--- src/rtl/arb_pkg.sv ---
package arb_pkg;
    typedef enum logic {
        OP_SAVE = 1'b0,
        OP_REST = 1'b1
    } op_e;
endpackage

--- src/rtl/grp_pend_capture.sv ---
module grp_pend_capture #(
    parameter int unsigned NGRP = 16,
    parameter int unsigned IW   = $clog2(NGRP)
) (
    input  logic            clk,
    input  logic            rst_n,
    input  logic            hw_off,
    input  logic [NGRP-1:0] hw_save_req,
    input  logic [NGRP-1:0] hw_rest_req,
    input  logic [NGRP-1:0] sw_save_trig,
    input  logic [NGRP-1:0] sw_rest_trig,
    input  logic            clr_vld,
    input  logic [IW-1:0]   clr_idx,
    input  arb_pkg::op_e    clr_op,
    output logic [NGRP-1:0] hs,
    output logic [NGRP-1:0] hr,
    output logic [NGRP-1:0] ss,
    output logic [NGRP-1:0] sr
);
    import arb_pkg::*;

    typedef struct packed {
        logic [NGRP-1:0] hs;
        logic [NGRP-1:0] hr;
        logic [NGRP-1:0] ss;
        logic [NGRP-1:0] sr;
    } pend_t;

    pend_t pend_d, pend_q;
    logic [NGRP-1:0] hw_gate;

    assign hw_gate = {NGRP{~hw_off}};

    always_comb begin
        pend_d = pend_q;
        // completion clears first, so a same-cycle trigger survives
        if (clr_vld) begin
            if (clr_op == OP_SAVE) begin
                pend_d.hs[clr_idx] = 1'b0;
                pend_d.ss[clr_idx] = 1'b0;
            end else begin
                pend_d.hr[clr_idx] = 1'b0;
                pend_d.sr[clr_idx] = 1'b0;
            end
        end
        pend_d.hs = pend_d.hs | (hw_save_req & hw_gate);
        pend_d.hr = pend_d.hr | (hw_rest_req & hw_gate);
        pend_d.ss = pend_d.ss | sw_save_trig;
        pend_d.sr = pend_d.sr | sw_rest_trig;
    end

    always_ff @(posedge clk) begin
        if (!rst_n) pend_q <= '0;
        else        pend_q <= pend_d;
    end

    assign hs = pend_q.hs;
    assign hr = pend_q.hr;
    assign ss = pend_q.ss;
    assign sr = pend_q.sr;


    hw_mask_chk: assert property (@(posedge clk) disable iff (!rst_n)
        hw_off |=> (((hs & ~$past(hs)) == '0) && ((hr & ~$past(hr)) == '0)));


    clr_save_chk: assert property (@(posedge clk) disable iff (!rst_n)
        (clr_vld && clr_op == OP_SAVE && !hw_save_req[clr_idx] && !sw_save_trig[clr_idx])
        |=> (!hs[$past(clr_idx)] && !ss[$past(clr_idx)]));


    clr_rest_chk: assert property (@(posedge clk) disable iff (!rst_n)
        (clr_vld && clr_op == OP_REST && !hw_rest_req[clr_idx] && !sw_rest_trig[clr_idx])
        |=> (!hr[$past(clr_idx)] && !sr[$past(clr_idx)]));
endmodule

--- src/rtl/grp_prio_pick.sv ---
module grp_prio_pick #(
    parameter int unsigned NGRP = 16,
    parameter int unsigned PW   = 4,
    parameter int unsigned IW   = $clog2(NGRP)
) (
    input  logic [NGRP-1:0]    hs,
    input  logic [NGRP-1:0]    hr,
    input  logic [NGRP-1:0]    ss,
    input  logic [NGRP-1:0]    sr,
    input  logic [NGRP-1:0]    grp_en,
    input  logic [NGRP*PW-1:0] save_prio,
    input  logic [NGRP*PW-1:0] rest_prio,
    output logic               sel_vld,
    output logic [IW-1:0]      sel_idx,
    output arb_pkg::op_e       sel_op,
    output logic               sel_sw,
    output logic [NGRP-1:0]    conflict
);
    import arb_pkg::*;

    logic [NGRP-1:0] sv, rv, elig;
    logic [PW-1:0]   key [NGRP];
    logic [PW-1:0]   best_key;

    for (genvar g = 0; g < NGRP; g++) begin : g_grp
        assign sv[g]       = hs[g] | ss[g];
        assign rv[g]       = hr[g] | sr[g];
        assign conflict[g] = sv[g] & rv[g];
        assign elig[g]     = grp_en[g] & ~conflict[g] & (sv[g] | rv[g]);
        assign key[g]      = sv[g] ? save_prio[g*PW +: PW] : rest_prio[g*PW +: PW];
    end

    // strict compare in ascending index keeps the lowest index on ties
    always_comb begin
        sel_vld  = 1'b0;
        sel_idx  = '0;
        best_key = '0;
        for (int g = 0; g < NGRP; g++) begin
            if (elig[g] && (!sel_vld || key[g] < best_key)) begin
                sel_vld  = 1'b1;
                sel_idx  = IW'(g);
                best_key = key[g];
            end
        end
    end

    assign sel_op = rv[sel_idx] ? OP_REST : OP_SAVE;
    assign sel_sw = (sel_op == OP_REST) ? sr[sel_idx] : ss[sel_idx];
endmodule

--- src/rtl/grp_req_arbiter.sv ---
module grp_req_arbiter #(
    parameter int unsigned NGRP = 16,
    parameter int unsigned PW   = 4,
    parameter int unsigned IW   = $clog2(NGRP)
) (
    input  logic               clk,
    input  logic               rst_n,
    input  logic               hw_req_off,
    input  logic [NGRP-1:0]    grp_en,
    input  logic [NGRP*PW-1:0] save_prio,
    input  logic [NGRP*PW-1:0] rest_prio,
    input  logic [NGRP-1:0]    hw_save_req,
    input  logic [NGRP-1:0]    hw_rest_req,
    input  logic [NGRP-1:0]    sw_save_trig,
    input  logic [NGRP-1:0]    sw_rest_trig,
    input  logic               seq_done,
    output logic               gnt_vld,
    output logic [IW-1:0]      gnt_idx,
    output logic               gnt_op,
    output logic               gnt_sw,
    output logic               busy,
    output logic               sw_done,
    output logic [NGRP-1:0]    conflict,
    output logic [NGRP-1:0]    pend_hw_save,
    output logic [NGRP-1:0]    pend_hw_rest,
    output logic [NGRP-1:0]    pend_sw_save,
    output logic [NGRP-1:0]    pend_sw_rest
);
    import arb_pkg::*;

    typedef struct packed {
        logic          busy;
        logic          gnt_vld;
        logic [IW-1:0] idx;
        op_e           op;
        logic          sw;
        logic          sw_done;
    } st_t;

    st_t st_d, st_q;

    logic          sel_vld;
    logic [IW-1:0] sel_idx;
    op_e           sel_op;
    logic          sel_sw;
    logic          clr_vld;

    assign clr_vld = st_q.busy & seq_done;

    grp_pend_capture #(.NGRP(NGRP), .IW(IW)) u_cap (
        .clk          (clk),
        .rst_n        (rst_n),
        .hw_off       (hw_req_off),
        .hw_save_req  (hw_save_req),
        .hw_rest_req  (hw_rest_req),
        .sw_save_trig (sw_save_trig),
        .sw_rest_trig (sw_rest_trig),
        .clr_vld      (clr_vld),
        .clr_idx      (st_q.idx),
        .clr_op       (st_q.op),
        .hs           (pend_hw_save),
        .hr           (pend_hw_rest),
        .ss           (pend_sw_save),
        .sr           (pend_sw_rest)
    );

    grp_prio_pick #(.NGRP(NGRP), .PW(PW), .IW(IW)) u_pick (
        .hs        (pend_hw_save),
        .hr        (pend_hw_rest),
        .ss        (pend_sw_save),
        .sr        (pend_sw_rest),
        .grp_en    (grp_en),
        .save_prio (save_prio),
        .rest_prio (rest_prio),
        .sel_vld   (sel_vld),
        .sel_idx   (sel_idx),
        .sel_op    (sel_op),
        .sel_sw    (sel_sw),
        .conflict  (conflict)
    );

    always_comb begin
        st_d         = st_q;
        st_d.gnt_vld = 1'b0;
        st_d.sw_done = 1'b0;
        if (st_q.busy) begin
            if (seq_done) begin
                st_d.busy    = 1'b0;
                st_d.sw_done = st_q.sw;
            end
        end else if (sel_vld) begin
            st_d.busy    = 1'b1;
            st_d.gnt_vld = 1'b1;
            st_d.idx     = sel_idx;
            st_d.op      = sel_op;
            st_d.sw      = sel_sw;
        end
    end

    always_ff @(posedge clk) begin
        if (!rst_n) st_q <= '0;
        else        st_q <= st_d;
    end

    assign gnt_vld = st_q.gnt_vld;
    assign gnt_idx = st_q.idx;
    assign gnt_op  = st_q.op;
    assign gnt_sw  = st_q.sw;
    assign busy    = st_q.busy;
    assign sw_done = st_q.sw_done;


    sel_en_chk: assert property (@(posedge clk) disable iff (!rst_n)
        sel_vld |-> grp_en[sel_idx]);


    sel_noconf_chk: assert property (@(posedge clk) disable iff (!rst_n)
        sel_vld |-> !conflict[sel_idx]);


    one_grant_chk: assert property (@(posedge clk) disable iff (!rst_n)
        (busy && !seq_done) |=> (!gnt_vld && busy));


    gnt_hold_chk: assert property (@(posedge clk) disable iff (!rst_n)
        (busy && $past(busy)) |-> ($stable(gnt_idx) && $stable(gnt_op)));


    sw_done_src_chk: assert property (@(posedge clk) disable iff (!rst_n)
        sw_done |-> $past(busy && seq_done && gnt_sw));
endmodule

--- config.mk ---
export PLATFORM = sky130hd
export DESIGN_NAME = grp_req_arbiter
export DESIGN_NICKNAME = d
export VERILOG_FILES = /design/src/rtl/arb_pkg.sv /design/src/rtl/grp_pend_capture.sv /design/src/rtl/grp_prio_pick.sv /design/src/rtl/grp_req_arbiter.sv
export SDC_FILE = /design/constraint.sdc
export NUM_CORES = 1
export LEC_CHECK = 0
export BUFFER_PORTS_ARGS = -buffer_cell sky130_fd_sc_hd__buf_4
export CAP_MARGIN = 0
export CORE_MARGIN = 2
export CORE_UTILIZATION = 46
export DETAILED_ROUTE_END_ITERATION = 12
export GPL_ROUTABILITY_DRIVEN = 0
export PLACE_DENSITY = 0.79
export SETUP_SLACK_MARGIN = 0.5
export SYNTH_ARGS = -nofsm -noshare
export SYNTH_HDL_FRONTEND = slang
export SYNTH_HIERARCHICAL = 1
export SYNTH_SLANG_ARGS = --single-unit
--- constraint.sdc ---
create_clock -name clk -period 26.4 [get_ports clk]
set_input_delay 3.96 -clock clk [delete_from_list [all_inputs] [get_ports clk]]
set_output_delay 3.96 -clock clk [all_outputs]
set_load 0.02 [all_outputs]
Word-level counts from Yosys, hierarchy flattened
Cells that the tools add are included.
Widths: inputs -> output; s select.
- muxes and demuxes: 80
- bitwise logic cells: 127
- order comparisons: 18
- reductions and logical operators: 49
- operator list (kind ; number):
    $mux 4 ; 39
    $and 16x16->16 ; 6
    $mux 16 ; 4
    $mux 64 ; 1
    $or 16x16->16 ; 4
    $lt 4x4->1 ; 15
    $and 1x1->1 ; 49
    $or 1x1->1 ; 48
    $mux 1 ; 25
    $not 1->1 ; 19
    $logic_and 1x1->1 ; 16
    $not 16->16 ; 1
    $logic_not 1->1 ; 15
    $logic_or 1x1->1 ; 15
    $bmux 1 s4 ; 3
    $mux 3 ; 4
    $lt 4x5->1 const B ; 2
    $mux 8 ; 1
    $demux 1 s4 ; 1
    $ge 4x1->1 const B ; 1
    $mux 2 ; 2
    $reduce_and 3->1 ; 1
    $reduce_and 2->1 ; 1
    $reduce_or 2->1 ; 1
- output and inout port bits: 89
- bits in registers: 73
- input bits: 212
- logic and storage cells: 284

Depth between registers and ports, before layout
Gate-level depths: netlist of run 1.
- depth in word-level cells: 72
- gate-level depth with buffers: 129
- gate-level depth less buffers: 127

Hierarchy
The synthesis of run 1 kept the hierarchy.
- by module, submodules not included (module ; instances ; seq. area each (sq um) ; cells each ; area each (sq um)):
    grp_prio_pick ; 1 ; 0.0 ; 662 ; 4739.5
    grp_pend_capture ; 1 ; 1281.2 ; 287 ; 2507.4
    grp_req_arbiter ; 1 ; 180.2 ; 35 ; 345.3

Least setup slack after synthesis of run 1
No wires, ideal clock.
- kind: in2reg
- start: input port rest_prio[3]
- end: register st_q, in the netlist gnt_sw
- required time: 26281 ps
- data arrival time: 26045 ps
- setup time: 119 ps
- cell stages on the path: 117
- slack: 236 ps
- path buffers: 2
- path through: mux2_2 nand3_1 ha_1 a211oi_1 nand3_1 a41oi_1 mux2_2 inv_1 ha_1 nand3_1 a21oi_1 a2111oi_2 inv_1 o21ai_0 ha_1 a211o_1 a21oi_1 a41oi_2 [... 81 more ...] o21ai_0 a21oi_1 o21ai_0 mux2i_1 ha_1 o21a_1 o211ai_1 nand2b_1 and2_1 a21boi_1 nor3_4 buf_2 mux2_2 o21ai_0 a21oi_1 o32a_1 nand2_1 mux2i_1
- longest elaborated chain between the ends: 66
- elaborated cells on any way between the ends: 114
- classes of those cells: 15 x order compare; 54 x mux; 45 x reduce/logical
- RTL lines (what ; line ; text):
    start: declaration ; grp_req_arbiter.sv:11 ; input logic [NGRP*PW-1:0] rest_prio,
    $mux 4 * ; grp_prio_pick.sv:30 ; assign key[g] = sv[g] ? save_prio[g*PW +: PW] : rest_prio[g*PW +: PW];
    $mux 4 * ; grp_prio_pick.sv:39 ; if (elig[g] && (!sel_vld || key[g] < best_key)) begin
    $lt 4x4->1 ; grp_prio_pick.sv:39 ;
    $logic_or 1x1->1 ; grp_prio_pick.sv:39 ;
    $logic_and 1x1->1 ; grp_prio_pick.sv:39 ;
    $mux 4 / $mux 1 (equally long branches) ; grp_prio_pick.sv:39 ;
    $lt 4x4->1 / $logic_not 1->1 (equally long branches) ; grp_prio_pick.sv:39 ;
    $logic_or 1x1->1 ; grp_prio_pick.sv:39 ;
    [... 51 more ...] ; n/a ;
    $logic_or 1x1->1 ; grp_prio_pick.sv:39 ;
    $logic_and 1x1->1 ; grp_prio_pick.sv:39 ;
    $mux 4 * ; grp_prio_pick.sv:39 ;
    $bmux 1 s4 ; grp_prio_pick.sv:47 ; assign sel_op = rv[sel_idx] ? OP_REST : OP_SAVE;
    $mux 1 (not written as such) ; grp_prio_pick.sv:47 ;
    $mux 1 ; grp_prio_pick.sv:47 ;
    $mux 1 * ; grp_prio_pick.sv:48 ; assign sel_sw = (sel_op == OP_REST) ? sr[sel_idx] : ss[sel_idx];
    named net sel_sw ; grp_req_arbiter.sv:45 ; logic sel_sw;
    end signal: assignment ; grp_req_arbiter.sv:102 ; else st_q <= st_d;
    end: declaration ; grp_req_arbiter.sv:40 ; st_t st_d, st_q;
The timed path passes the listed nets; every way through them passes the cells marked *. The select of a mux whose other input is x is not followed.
A chain may end at the register's enable or synchronous reset.

Worst setup path in the final report of run 1
Ends and elaborated chain as after synthesis.

==> results.cfg, run 1 <==
[cells_and_area]
mostFrequentLayoutCells = 351 x buf_4, 118 x nor2_1, 83 x o21ai_0
finish.instance_area_um2 = 11200
final_common_cell = buf_4
syn_to_final_growth_pct = 47.0
antenna_cells = 0
drive_gt1_share_pct = 39.9
fillers = 1295
fin_nets = 1569

[sta]
slew_headroom_pct = 41.9
fin_ws_ns = 1.17
fmax_mhz = 39.6
rsz0062_at_grt = false
maxSlewViolCount = 0
finalSetupViolCount = 0
fin_crit_sh_pct = 95.5
period_minus_slack_ns = 25.23
skew_ns = 0.00628
final_hold_viol_count = 0
holdWs_ns = 0.504
tightest_slew_ns = 0.872

[power_and_ir_drop]
power_mw = 1.35
ir_worst_vdd_uv = 98.2
p_per_area_nw_per_um2 = 121
p_leak_nw = 4.99

[floorplan]
dieWidth_um = 132
die-height_um = 132
die_area_um2 = 17500
core-area_um2 = 16000
ios = 301
initial_core_util_pct = 47.5
rows = 46

[global_routing]
first_global_vias = 8638
grt_overflow = 0
grt_most_used_layer = met2
grt_use_met2_pct = 54.1
grt_util_met3_pct = 6.21
grt_max_degree = 80
grt_pass1_wl_um = 44900
grt_use_met1_pct = 39.1
antenna_found_initial = 0
grt_use_total_pct = 31.9

[placement]
place_worst_setup_slack_ns = -0.922
io_buffer_count = 300
place_area_um2 = 10200
hpwl_um = 23000

[cts]
holdBufCountCts = 0
cts-htree-levels = 3
cts_tree = built
cts.sinks = 73
clk_latency_ns = 0.34
clkTransAtPathRegs_ns = 0.06
cts.path.max_buffers = 2
root_buffer = clkbuf_16
cts_buffers = 9

[synth]
syn_nets = 1233
yosysUniqueCellTypes = 95
synth_seq_cells = 73
syn_area_per_cell_um2 = 7.72
synth_area_leaders = dfxtp_1 19%, mux2_2 8.0%, mux2i_1 6.7%
async_flop_share_pct = 0
synthFlopType = dfxtp_1
yosysTopAreaCell = dfxtp_1
synth-seq-area-share_pct = 19.2
synth_edf_count = 0
yosys_warnings = 6
netlist.area_leader.share_pct = 19.2
syn_inst = 984
netlist_area_um2 = 7590

[detailed_routing]
via_per_inst = 6.11
ant_nets = 0
route.detailed.drc = 0
wirelength_um = 30900
num_vias = 9423
drt_iter0_drc = 1077
dr.pass1.iters = 5
routedWlPerCell_um = 20.0

[status]
outcome = complete, no violations

[min_path]
hold_path_class = reg -> reg

[worst_setup_path]
cp_max_fo = 25
crit_slowest_cell = nor4_4
startpoint_type = primary input
max_stage_delay_ns = 0.39
crit_required_ns = 26.59
crit_top_cell = nor2_1
crit_path_end_kind = register
cp_data_arrival_time_ns = 25.42
crit_family = compound AO/OA/AOI/OAI gates
path_buf_inv = 12
critPathKind = in -> reg

[run]
cap_violations = 0
-- layout make-up --
cell class | count | area [um2] | share of cell area (%)
clock buffers | 10 | 239 | 2.14
well taps | 216 | 270 | 2.42
multi-input cells | 863 | 6320 | 56.6
inverters | 21 | 78.8 | 0.706
repair buffers | 352 | 2660 | 23.8
flip-flops and latches | 73 | 1460 | 13.1
clock inverters | 6 | 138 | 1.23
-- worst paths after layout --
kind | from | end | slack (ns) | cells after the start
worst max-delay path | rest_prio[3] | gnt_sw | 1.17 | 125
worst min-delay path | u_cap/hs[12] | u_cap/hs[12] | 0.50 | 2
worst min register to register | u_cap/hs[12] | u_cap/hs[12] | 0.50 | 2
worst max register to register | u_cap/sr[0] | gnt_sw | 3.83 | 127
-- Yosys cell counts, types with 15 or more instances --
cell type and n:
clkbuf_1 17, a21oi_1 48, inv_1 20, nor2_1 120
a21boi_0 29, mux2_2 54, a21o_1 16, mux2i_1 51
nand2b_1 45, and2_1 15, nand3_1 26, nor3_1 37
dfxtp_1 73, nand2_1 80, ha_1 37, o21ai_0 98
-- report_power, final --
group | switching [mW] | internal (mW) | leakage (nW) | total, mW
clock network | 0.0507 | 0.105 | 0.183 | 0.156
registers | 0.0157 | 0.122 | 0.608 | 0.138
logic | 0.598 | 0.456 | 4.19 | 1.05
total | 0.664 | 0.683 | 4.99 | 1.35
-- kinds of logic (layout without fill, tap and decap cells) --
| kind of cell | Yosys count | after routing | share of synthesized area, % |
|---|---|---|---|
| AO/OA/AOI/OAI | 312 | 312 | 28.6 |
| XOR/XNOR | 16 | 16 | 2.04 |
| adder cells (fa/ha/maj) | 40 | 40 | 6.51 |
| buffers and inverters | 48 | 389 | 2.80 |
| flip-flops | 73 | 73 | 19.2 |
| multiplexers | 109 | 109 | 15.4 |
| AND/OR/NAND/NOR | 386 | 386 | 25.4 |
-- registers in the layout (all words and copies together), names as in the netlist --
| name | flops |
|---|---|
| gnt_idx | 4 |
| busy | 1 |
| u_cap/hr | 16 |
| u_cap/hs | 16 |
| gnt_sw | 1 |
| u_cap/sr | 16 |
| sw_done | 1 |
| gnt_op | 1 |
| gnt_vld | 1 |
| u_cap/ss | 16 |
-- worst reg2reg max path: cells and delay by family (launching register included) --
family	cells	cell delay [ns]
XOR/XNOR	1	0.43
flip-flops	1	0.37
adder cells (fa/ha/maj)	15	4.13
AO/OA/AOI/OAI	56	9.72
buffers and inverters	12	1.44
multiplexers	5	1.06
AND/OR/NAND/NOR	38	5.32
-- stage by stage --
step                      setup TNS (ns)  utilization, %  cells
final                                  0            69.8   1541
after CTS                              0            66.6   1517
after global routing                   0            69.8   1541
after detailed placement           -1.69            63.7   1498
after floorplan                        0               -    984
after global placement                 0            63.7   1498
-- layer usage --
layer | routed length [um] | vias to the layer above | part of all wire (%)
met2 | 14700 | 616 | 48
met3 | 2840 | 127 | 9.2
li1 | - | 4338 | -
met1 | 12100 | 4342 | 39
met5 | 0 | - | 0
met4 | 1310 | 0 | 4.2
-- repair_timing --
| item | CTS | global route |
|---|---|---|
| setup endpoints to repair | 6 | 6 |
| endpoints found under the hold margin | 0 | 0 |
| buffers inserted | 3 | 24 |
| resized for setup | 16 | 75 |
| pin swaps | 3 | 43 |
Power figures use the tool's default switching activity.
==> inputs of run 2 (changes only) <==
--- a/config.mk
+++ b/config.mk
@@ -15,5 +15,4 @@
 export SETUP_SLACK_MARGIN = 0.5
 export SYNTH_ARGS = -nofsm -noshare
 export SYNTH_HDL_FRONTEND = slang
-export SYNTH_HIERARCHICAL = 1
 export SYNTH_SLANG_ARGS = --single-unit
==> run 2 against run 1 <==
Net effect: sequential share of layout area is essentially flat; clock-buffer cell count decreased by 1; synthesized cell count decreased by 6.3%; non-clock buffer count unchanged; worst hold slack worse by 0.019 ns; via count is 8.4% lower; first-iteration DRC count is 28% lower; synthesized area is 1.1% higher; die area up 1.1%; highest routed layer unchanged.
==> results.cfg, run 2 <==
[placement]
io_buffer_count = 300
hpwl_um = 21800
place_area_um2 = 10200
place_worst_setup_slack_ns = -0.542

[sta]
finalSetupViolCount = 0
maxSlewViolCount = 0
fin_crit_sh_pct = 95.0
period_minus_slack_ns = 25.07
skew_ns = 0.00771
tightest_slew_ns = 0.787
setup-tns-final_ns = 0
rsz0062_at_grt = false
fmax_mhz = 39.9
fin_ws_ns = 1.33
slew_headroom_pct = 47.4
holdWs_ns = 0.486
final_hold_viol_count = 0

[synth]
yosysTopAreaCell = dfxtp_1
netlist_area_um2 = 7680
synth-seq-area-share_pct = 19.0
ys_top_cells_by_count = 81 x nor2_1, 77 x o21ai_0, 76 x o21a_1, 73 x dfxtp_1, 70 x nand2_1
async_flop_share_pct = 0
synth_seq_cells = 73
yosysUniqueCellTypes = 113
syn_nets = 1171
yosys_warnings = 0
synthFlopType = dfxtp_1
synth_edf_count = 0
netlist.area_leader.share_pct = 19.0
syn_area_per_cell_um2 = 8.33
synthMostInstantiatedCell = nor2_1
synth_area_leaders = dfxtp_1 19%, mux2_2 7.9%, o21a_1 7.4%
syn_inst = 922

[status]
outcome = complete, no violations

[cts]
cts_tree = built
cts-htree-levels = 3
cts.sinks = 73
clkTransAtPathRegs_ns = 0.06
clk_latency_ns = 0.34
holdBufCountCts = 0
root_buffer = clkbuf_16
cts_buffers = 9
cts.path.max_buffers = 2

[cells_and_area]
fin_nets = 1509
antenna_cells = 0
final_core_util_pct = 67.8
final_common_cell = buf_4
drive_gt1_share_pct = 44.7
syn_to_final_growth_pct = 45.4
fillers = 1399
finish.instance_area_um2 = 11200
mostFrequentLayoutCells = 348 x buf_4, 76 x o21a_1, 73 x nor2_1, 73 x dfxtp_1, 68 x nand2_1

[worst_setup_path]
crit_required_ns = 26.63
cp_data_arrival_time_ns = 25.30
crit_top_cell = ha_1
max_stage_delay_ns = 0.55
reg2reg_slack_ns = 4.08
crit_path_end_kind = register
crit_slowest_cell = mux4_2
crit_start = grp_en[0]
cp_max_fo = 9
critPathKind = in -> reg
startpoint_type = primary input
timing.rr.start = u_cap.ss[0]

[run]
cap_violations = 0

[global_routing]
grt_max_degree = 74
first_global_vias = 8168
grt_pass1_wl_um = 41900
grt_use_total_pct = 29.2
antenna_found_initial = 0
grt_overflow = 0

[min_path]
hold_path_class = reg -> reg
min_from = gnt_sw

[detailed_routing]
ant_nets = 0
drt_iter0_drc = 773
route.detailed.drc = 0
routedWlPerCell_um = 19.1
dr.pass1.iters = 5
num_vias = 8632
via_per_inst = 5.81
wirelength_um = 28400

[power_and_ir_drop]
p_per_area_nw_per_um2 = 118
ir_worst_vdd_uv = 109
p_leak_nw = 5.02

[floorplan]
rows = 47
die_area_um2 = 17700
initial_core_util_pct = 46.6
core-area_um2 = 16500
die-height_um = 133
ios = 301
dieWidth_um = 133
run 2: layout make-up:
cell class	count	area, um2	share of cell area (%)
inverter	23	86.3	0.774
tap	220	275	2.47
sequential	73	1460	13.1
timing repair buffer	352	2680	24.0
clock buffer	9	225	2.02
multi-input combinational	801	6350	56.9
clock inverter	7	77.6	0.695
run 2: repair_timing:
item,4_1_cts,5_1_grt
setup endpoints to repair,3,6
cloned,0,1
gates resized for setup,13,84
setup buffers,3,32
pin swaps,2,30
run 2: final timing paths:
check / depth (start not counted) / end
worst min-delay path: 2 / sw_done
worst max-delay path: 117 / gnt_sw
worst max register to register: 118 / gnt_sw
worst min register to register: 2 / sw_done
run 2: logic make-up after synthesis:
group           synth area share [%]
flops                           19.0
buf+inv                         2.93
fa+ha+maj                       6.03
simple gates                    20.2
mux                             16.3
xor+xnor                        2.02
compound gates                  33.4
run 2: per-stage QoR:
step / power (mW) / std cells
floorplan: 0.803 / 922
global placement: 0.990 / 1433
detailed placement: 1.01 / 1433
CTS: 1.15 / 1452
global route: 1.41 / 1485
finish: 1.32 / 1485
run 2: critical path, delay by kind of cell:
kind,cells,cell delay (ns)
AOI/OAI and AO/OA,56,9.82
muxes,5,1.72
buffers and inverters,8,0.89
and+or+nand+nor,33,4.70
adders and majority gates,15,4.17
run 2: where the power goes:
part           internal [mW]  switching [mW]
sequential             0.122          0.0150
combinational          0.493           0.558
clock                 0.0741          0.0536
total                  0.689           0.626
run 2: routing by layer:
layer / wire (um) / vias up / share of wire [%] / track usage (%)
met2: 13500 / 390 / 48 / 50.6
met4: 809 / 0 / 2.8 / 8.75
met1: 12000 / 4077 / 42 / 37.1
li1: - / 4103 / - / -
met3: 2070 / 62 / 7.3 / 5.33
met5: 0 / - / 0 / 0
